[src/rtl/barrier_pkg.sv]
package barrier_pkg;

    typedef enum logic {
        PH_IDLE = 1'b0,
        PH_WAIT = 1'b1
    } phase_e;

    // Control strobes passed from the sequencer to the datapath pieces
    typedef struct packed {
        logic start;    // issue a begin pulse next clock
        logic retire;   // current model cycle completes this clock
        logic capture;  // done inputs are being collected
    } bar_ctl_t;

endpackage

[src/rtl/done_collector.sv]
module done_collector #(
    parameter int NUM_MODS = 4
) (
    input  logic                clk,
    input  logic                rst,
    input  logic                clear,
    input  logic                capture,
    input  logic [NUM_MODS-1:0] done_i,
    output logic                all_done
);
    logic [NUM_MODS-1:0] flag_q;
    logic [NUM_MODS-1:0] seen;

    for (genvar g = 0; g < NUM_MODS; g++) begin : g_mod
        always_ff @(posedge clk) begin
            if (rst || clear) begin
                flag_q[g] <= 1'b0;
            end else if (capture && done_i[g]) begin
                flag_q[g] <= 1'b1;
            end
        end
        assign seen[g] = flag_q[g] | (capture & done_i[g]);
    end

    assign all_done = capture & (&seen);

endmodule

[src/rtl/model_cycle_counter.sv]
module model_cycle_counter #(
    parameter int CNT_W = 16
) (
    input  logic             clk,
    input  logic             rst,
    input  logic             incr,
    output logic [CNT_W-1:0] count
);
    localparam logic [CNT_W-1:0] ONE = {{(CNT_W-1){1'b0}}, 1'b1};

    always_ff @(posedge clk) begin
        if (rst) begin
            count <= '0;
        end else if (incr) begin
            count <= count + ONE;
        end
    end

endmodule

[src/rtl/barrier_seq.sv]
module barrier_seq
    import barrier_pkg::*;
(
    input  logic     clk,
    input  logic     rst,
    input  logic     run_en,
    input  logic     all_done,
    output bar_ctl_t ctl,
    output logic     begin_pulse
);
    phase_e phase_q;
    phase_e phase_d;

    always_comb begin
        ctl.capture = (phase_q == PH_WAIT);
        ctl.retire  = ctl.capture && all_done;
        ctl.start   = run_en && ((phase_q == PH_IDLE) || ctl.retire);
        phase_d     = phase_q;
        if (ctl.start) begin
            phase_d = PH_WAIT;
        end else if (ctl.retire) begin
            phase_d = PH_IDLE;
        end
    end

    always_ff @(posedge clk) begin
        if (rst) begin
            phase_q     <= PH_IDLE;
            begin_pulse <= 1'b0;
        end else begin
            phase_q     <= phase_d;
            begin_pulse <= ctl.start;
        end
    end

endmodule

[src/rtl/barrier_sync_ctrl.sv]
module barrier_sync_ctrl
    import barrier_pkg::*;
#(
    parameter int NUM_MODS = 4,
    parameter int CNT_W    = 16
) (
    input  logic                clk,
    input  logic                rst,
    input  logic                run_en,
    input  logic [NUM_MODS-1:0] done_i,
    output logic [NUM_MODS-1:0] begin_o,
    output logic [CNT_W-1:0]    model_cycle
);
    bar_ctl_t ctl;
    logic     all_done;
    logic     begin_pulse;

    barrier_seq u_seq (
        .clk        (clk),
        .rst        (rst),
        .run_en     (run_en),
        .all_done   (all_done),
        .ctl        (ctl),
        .begin_pulse(begin_pulse)
    );

    done_collector #(.NUM_MODS(NUM_MODS)) u_coll (
        .clk     (clk),
        .rst     (rst),
        .clear   (ctl.retire),
        .capture (ctl.capture),
        .done_i  (done_i),
        .all_done(all_done)
    );

    model_cycle_counter #(.CNT_W(CNT_W)) u_cnt (
        .clk  (clk),
        .rst  (rst),
        .incr (ctl.retire),
        .count(model_cycle)
    );

    for (genvar g = 0; g < NUM_MODS; g++) begin : g_fan
        assign begin_o[g] = begin_pulse;
    end

endmodule

[config.mk]
export PLATFORM = sky130hd
export DESIGN_NAME = barrier_sync_ctrl
export DESIGN_NICKNAME = d
export VERILOG_FILES = /design/src/rtl/barrier_pkg.sv /design/src/rtl/done_collector.sv /design/src/rtl/model_cycle_counter.sv /design/src/rtl/barrier_seq.sv /design/src/rtl/barrier_sync_ctrl.sv
export SDC_FILE = /design/constraint.sdc
export NUM_CORES = 1
export LEC_CHECK = 0
export BUFFER_PORTS_ARGS = -buffer_cell sky130_fd_sc_hd__buf_2
export CORE_UTILIZATION = 48
export CTS_BUF_LIST = sky130_fd_sc_hd__clkbuf_2
export DETAILED_ROUTE_END_ITERATION = 10
export GPL_ROUTABILITY_DRIVEN = 0
export PLACE_DENSITY = 0.85
export SLEW_MARGIN = 10
export SYNTH_ARGS = -nofsm -noshare
export SYNTH_HDL_FRONTEND = slang
export SYNTH_HIERARCHICAL = 1
export SYNTH_SLANG_ARGS = --single-unit
[constraint.sdc]
create_clock -name clk -period 2 [get_ports clk]
set_clock_uncertainty 0.05 [all_clocks]
set_input_delay 0.1 -clock clk [delete_from_list [all_inputs] [get_ports clk]]
set_output_delay 0.1 -clock clk [all_outputs]
set_load 0.01 [all_outputs]
Word level (Yosys, flattened, before mapping)
Index checks and enable logic that the tools add are counted.
{"block": "word_totals", "register_bits": 22, "latchBits": 0, "mem_bits_rw": 0, "rom_bits": 0, "inputBits": 7, "out_inout_bits": 20, "word_cells": 30, "mem_count": 0}
{"block": "classes", "n_addsub": 1, "multipliers": 0, "div_mod_pow": 0, "magnitude_cmp": 0, "n_eq_ne": 0, "shifts": 0, "muxes": 2, "bitwise": 10, "n_reduce_logical": 10}
{"operator": "$add A16 B1 Y16 const B", "count": 1}
{"operator": "$logic_and A1 B1 Y1", "count": 6}
{"operator": "$and A1 B1 Y1", "count": 5}
{"operator": "$or A1 B1 Y1", "count": 4}
{"operator": "$reduce_and A4 Y1", "count": 1}
{"operator": "$logic_or A1 B1 Y1", "count": 2}
{"operator": "$mux W1", "count": 2}
{"operator": "$reduce_bool A2 Y1", "count": 1}
{"operator": "$not A1 Y1", "count": 1}

Logic depth before layout (Yosys ltp)
{"block": "logic_depth", "depth_word": 8, "ltp_mapped": 8, "mapped_depth_nobuf": 7}

By module
Netlist, hierarchy kept.
{"mod": "model_cycle_counter", "n_inst": 1, "cells_each": 83, "area_per_inst_um2": 757.0, "seq_area_each_um2": 320.3}
{"mod": "done_collector", "n_inst": 1, "cells_each": 14, "area_per_inst_um2": 145.1, "seq_area_each_um2": 80.1}
{"mod": "barrier_seq", "n_inst": 1, "cells_each": 10, "area_per_inst_um2": 102.6, "seq_area_each_um2": 40.0}
{"mod": "barrier_sync_ctrl", "n_inst": 1, "cells_each": 4, "area_per_inst_um2": 30.0, "seq_area_each_um2": 0.0}

Worst setup path before layout
No wires, ideal clock.
{"block": "synth_timing", "kind": "register -> register", "from": "reg u_seq.phase_q", "to": "reg u_cnt.count[13]", "setup_ps": 70, "arrival_time_ps": 2102, "required_ps": 1880, "slack_ps": -222, "path_stages_with_launch": 9, "path_buffers": 1, "period_less_slack_ps": 2222, "cell_sequence": "dfxtp_1 buf_4 o221ai_2 nor3_2 and2_1 nand4_4 nor4_4 or3b_1 a21oi_1"}
{"item": "from (decl)", "line": "barrier_seq.sv:11", "source": "phase_e phase_q;"}
{"item": "from (signal assigned)", "line": "barrier_seq.sv:31", "source": "phase_q <= phase_d;"}
{"item": "to (signal assigned)", "line": "model_cycle_counter.sv:15", "source": "count <= count + ONE;"}
{"item": "to (decl)", "line": "model_cycle_counter.sv:7", "source": "output logic [CNT_W-1:0] count"}

==> reports/metrics.cfg <==
[run_status]
status = finished, final reports clean

[power]
power_mw = 0.664
power_per_cell_area_nw_per_um2 = 537
power_leakage_nw = 0.541
peakVddDrop_uv = 378

[route]
detail_route.vias_per_cell = 4.98
drt-wirelength-per-cell_um = 11.5
initialDrtViolationCount = 8
drtPass1Iterations = 4
route.antenna.remaining_nets = 0
dr_total_vias = 817
drt-total-wl_um = 1890
drt_drc_violations_left = 0

[grt]
grt_start_max_net_pins = 26
antenna_found_initial = 0
grt_pass1_wl_um = 2860
gr-usage-all-layers_pct = 17.9
globalRoute.totalOverflow = 0
first_global_vias = 701

[hold_path]
hold_path_startpoint = done_i[2]
hold_path_end = u_coll/flag_q[2]$_SDFFE_PP0P_
hold_path.class = in -> reg
worst_hold_path.num_cells = 3

[die]
floorplan.core_area_um2 = 1980
fp.dieW_um = 48.1
floorplan.initialDensity_pct = 51.5
num_io_pins = 27
die_h_um = 48.1
die_outline_area_um2 = 2320
rows = 16

[clock_tree]
cts.htree.levels = 1
cts_root_buf = sky130_fd_sc_hd__clkbuf_2
cts_buffer_depth = 2
sinks_on_the_clock_net = 22
clk_latency_ns = 0.31
cts_tree = built
clkSlewWorstSetupHoldPaths_ns = 0.20
cts_inserted_buffers = 3
cts_post_setup_buffers_inserted = 0

[final_layout]
drive_gt1_share_pct = 37.2
post-route-cell-area_um2 = 1230
mostFrequentLayoutCell = sky130_fd_sc_hd__buf_2
antennaDiodeCount = 0
finalNonFillerCells = 164
area_growth_syn_to_layout_pct = 21.0
layout_common_cells = sky130_fd_sc_hd__buf_2 (26), sky130_fd_sc_hd__dfxtp_1 (21), sky130_fd_sc_hd__nor2_1 (16)
final_nets = 146

[yosys]
synthCells = 109
yosys_warnings = 6
synthesized_netlist_net_count = 117
mappedNetlistArea_um2 = 1020
syn_avg_cell_area_um2 = 9.37

[place]
portBuffers = 26
worst_slack_after_detailed_placement_ns = -0.0943
postPlaceCellArea_um2 = 1180
post_place_cells = 159
total_half_perimeter_wirelength_after_legalization_and_detailed_placement_um = 1390

[timing]
setup-violations-final = 0
max_slew.worst_pin.slew_ns = 0.487
fmax_mhz = 532
rsz0062_at_grt = no
worst_slew_margin_rel_pct = 67.4
maxSlewViolCount = 0
setup_ws_ns = 0.120
timing.final.crit_period_ns = 1.88
hold_viol = 0
finalCritPeriodShare_pct = 94.0

[worst_setup_path]
crit_path_start_kind = flop
timing.setup.critical_path_class = reg -> reg
timing.rr.end = u_cnt/count[15]$_SDFFE_PP0P_
r2r_cells = 6
worst_ep_arrival_time_ns = 2.07
reg2reg_from = u_seq/phase_q$_SDFFE_PP0P_
cp-end-kind = flop
worst-path-max-fanout = 7
worst_ep_required_time_ns = 2.19
r2r_setup_slack_ns = 0.12

[run]
timing.max_cap.violations = 0

sequential cells by signal, indices dropped and copies added (netlist names):
| signal | cells |
|---|---|
| u_cnt/count | 16 |
| u_coll/flag_q | 4 |
| u_seq/begin_pulse | 1 |
| u_seq/phase_q | 1 |
power by group:
part	internal (mW)	switching (mW)
registers	0.447	0.00678
logic	0.0173	0.0219
clock network	0.0435	0.127
worst max-delay path, cell delays in order, from the launching register on:
cell and delay [ns]:
sky130_fd_sc_hd__dfxtp_4 0.44, sky130_fd_sc_hd__o221ai_2 0.10, sky130_fd_sc_hd__nor3_2 0.22, sky130_fd_sc_hd__and2_4 0.21
sky130_fd_sc_hd__nand4_4 0.12, sky130_fd_sc_hd__nor4b_2 0.31, sky130_fd_sc_hd__mux2_2 0.36
what timing repair did:
action / CTS / global route
endpoints found under the hold margin: 2 / 0
resized for setup: 1 / 5
gates cloned: 0 / 0
hold buffers: 1 / 0
endpoints found under the setup margin: 7 / 6
area by class of cell:
class	count	area (um^2)
timing repair buffer	32	178
sequential	22	444
inverter	3	11.3
fill	169	747
clock buffer	3	15.0
tap	27	33.8
multi-input combinational	76	549
clock inverter	1	3.75
layer usage:
| layer | GRT usage, % | wire length, um |
|---|---|---|
| met5 | 0 | 0 |
| met2 | 31.4 | 907 |
| met1 | 21.6 | 878 |
| met4 | 6.67 | 0 |
| met3 | 3.33 | 106 |
how the worst max path moves through the flow:
| stage | start | endpoint |
|---|---|---|
| global route | u_seq/phase_q$_SDFFE_PP0P_ | u_cnt/count[15]$_SDFFE_PP0P_ |
| CTS | u_seq/phase_q$_SDFFE_PP0P_ | u_cnt/count[12]$_SDFFE_PP0P_ |
| finish | u_seq/phase_q$_SDFFE_PP0P_ | u_cnt/count[15]$_SDFFE_PP0P_ |
| floorplan | u_seq/phase_q$_SDFFE_PP0P_ | u_cnt/count[14]$_SDFFE_PP0P_ |
| global placement | u_seq/phase_q$_SDFFE_PP0P_ | u_cnt/count[14]$_SDFFE_PP0P_ |
| detailed placement | u_seq/phase_q$_SDFFE_PP0P_ | u_cnt/count[12]$_SDFFE_PP0P_ |
metrics by stage:
stage	util, %	setup TNS, ns	hold WS (ns)
after CTS	60.9	0	0.00776
after detailed placement	59.3	-0.214	0.316
final	62.3	0	0.0287
after global routing	62.3	0	0.0128
after floorplan	-	0	0.119
after global placement	59.3	0	0.318
No activity file was read; power rests on OpenSTA's default activity.
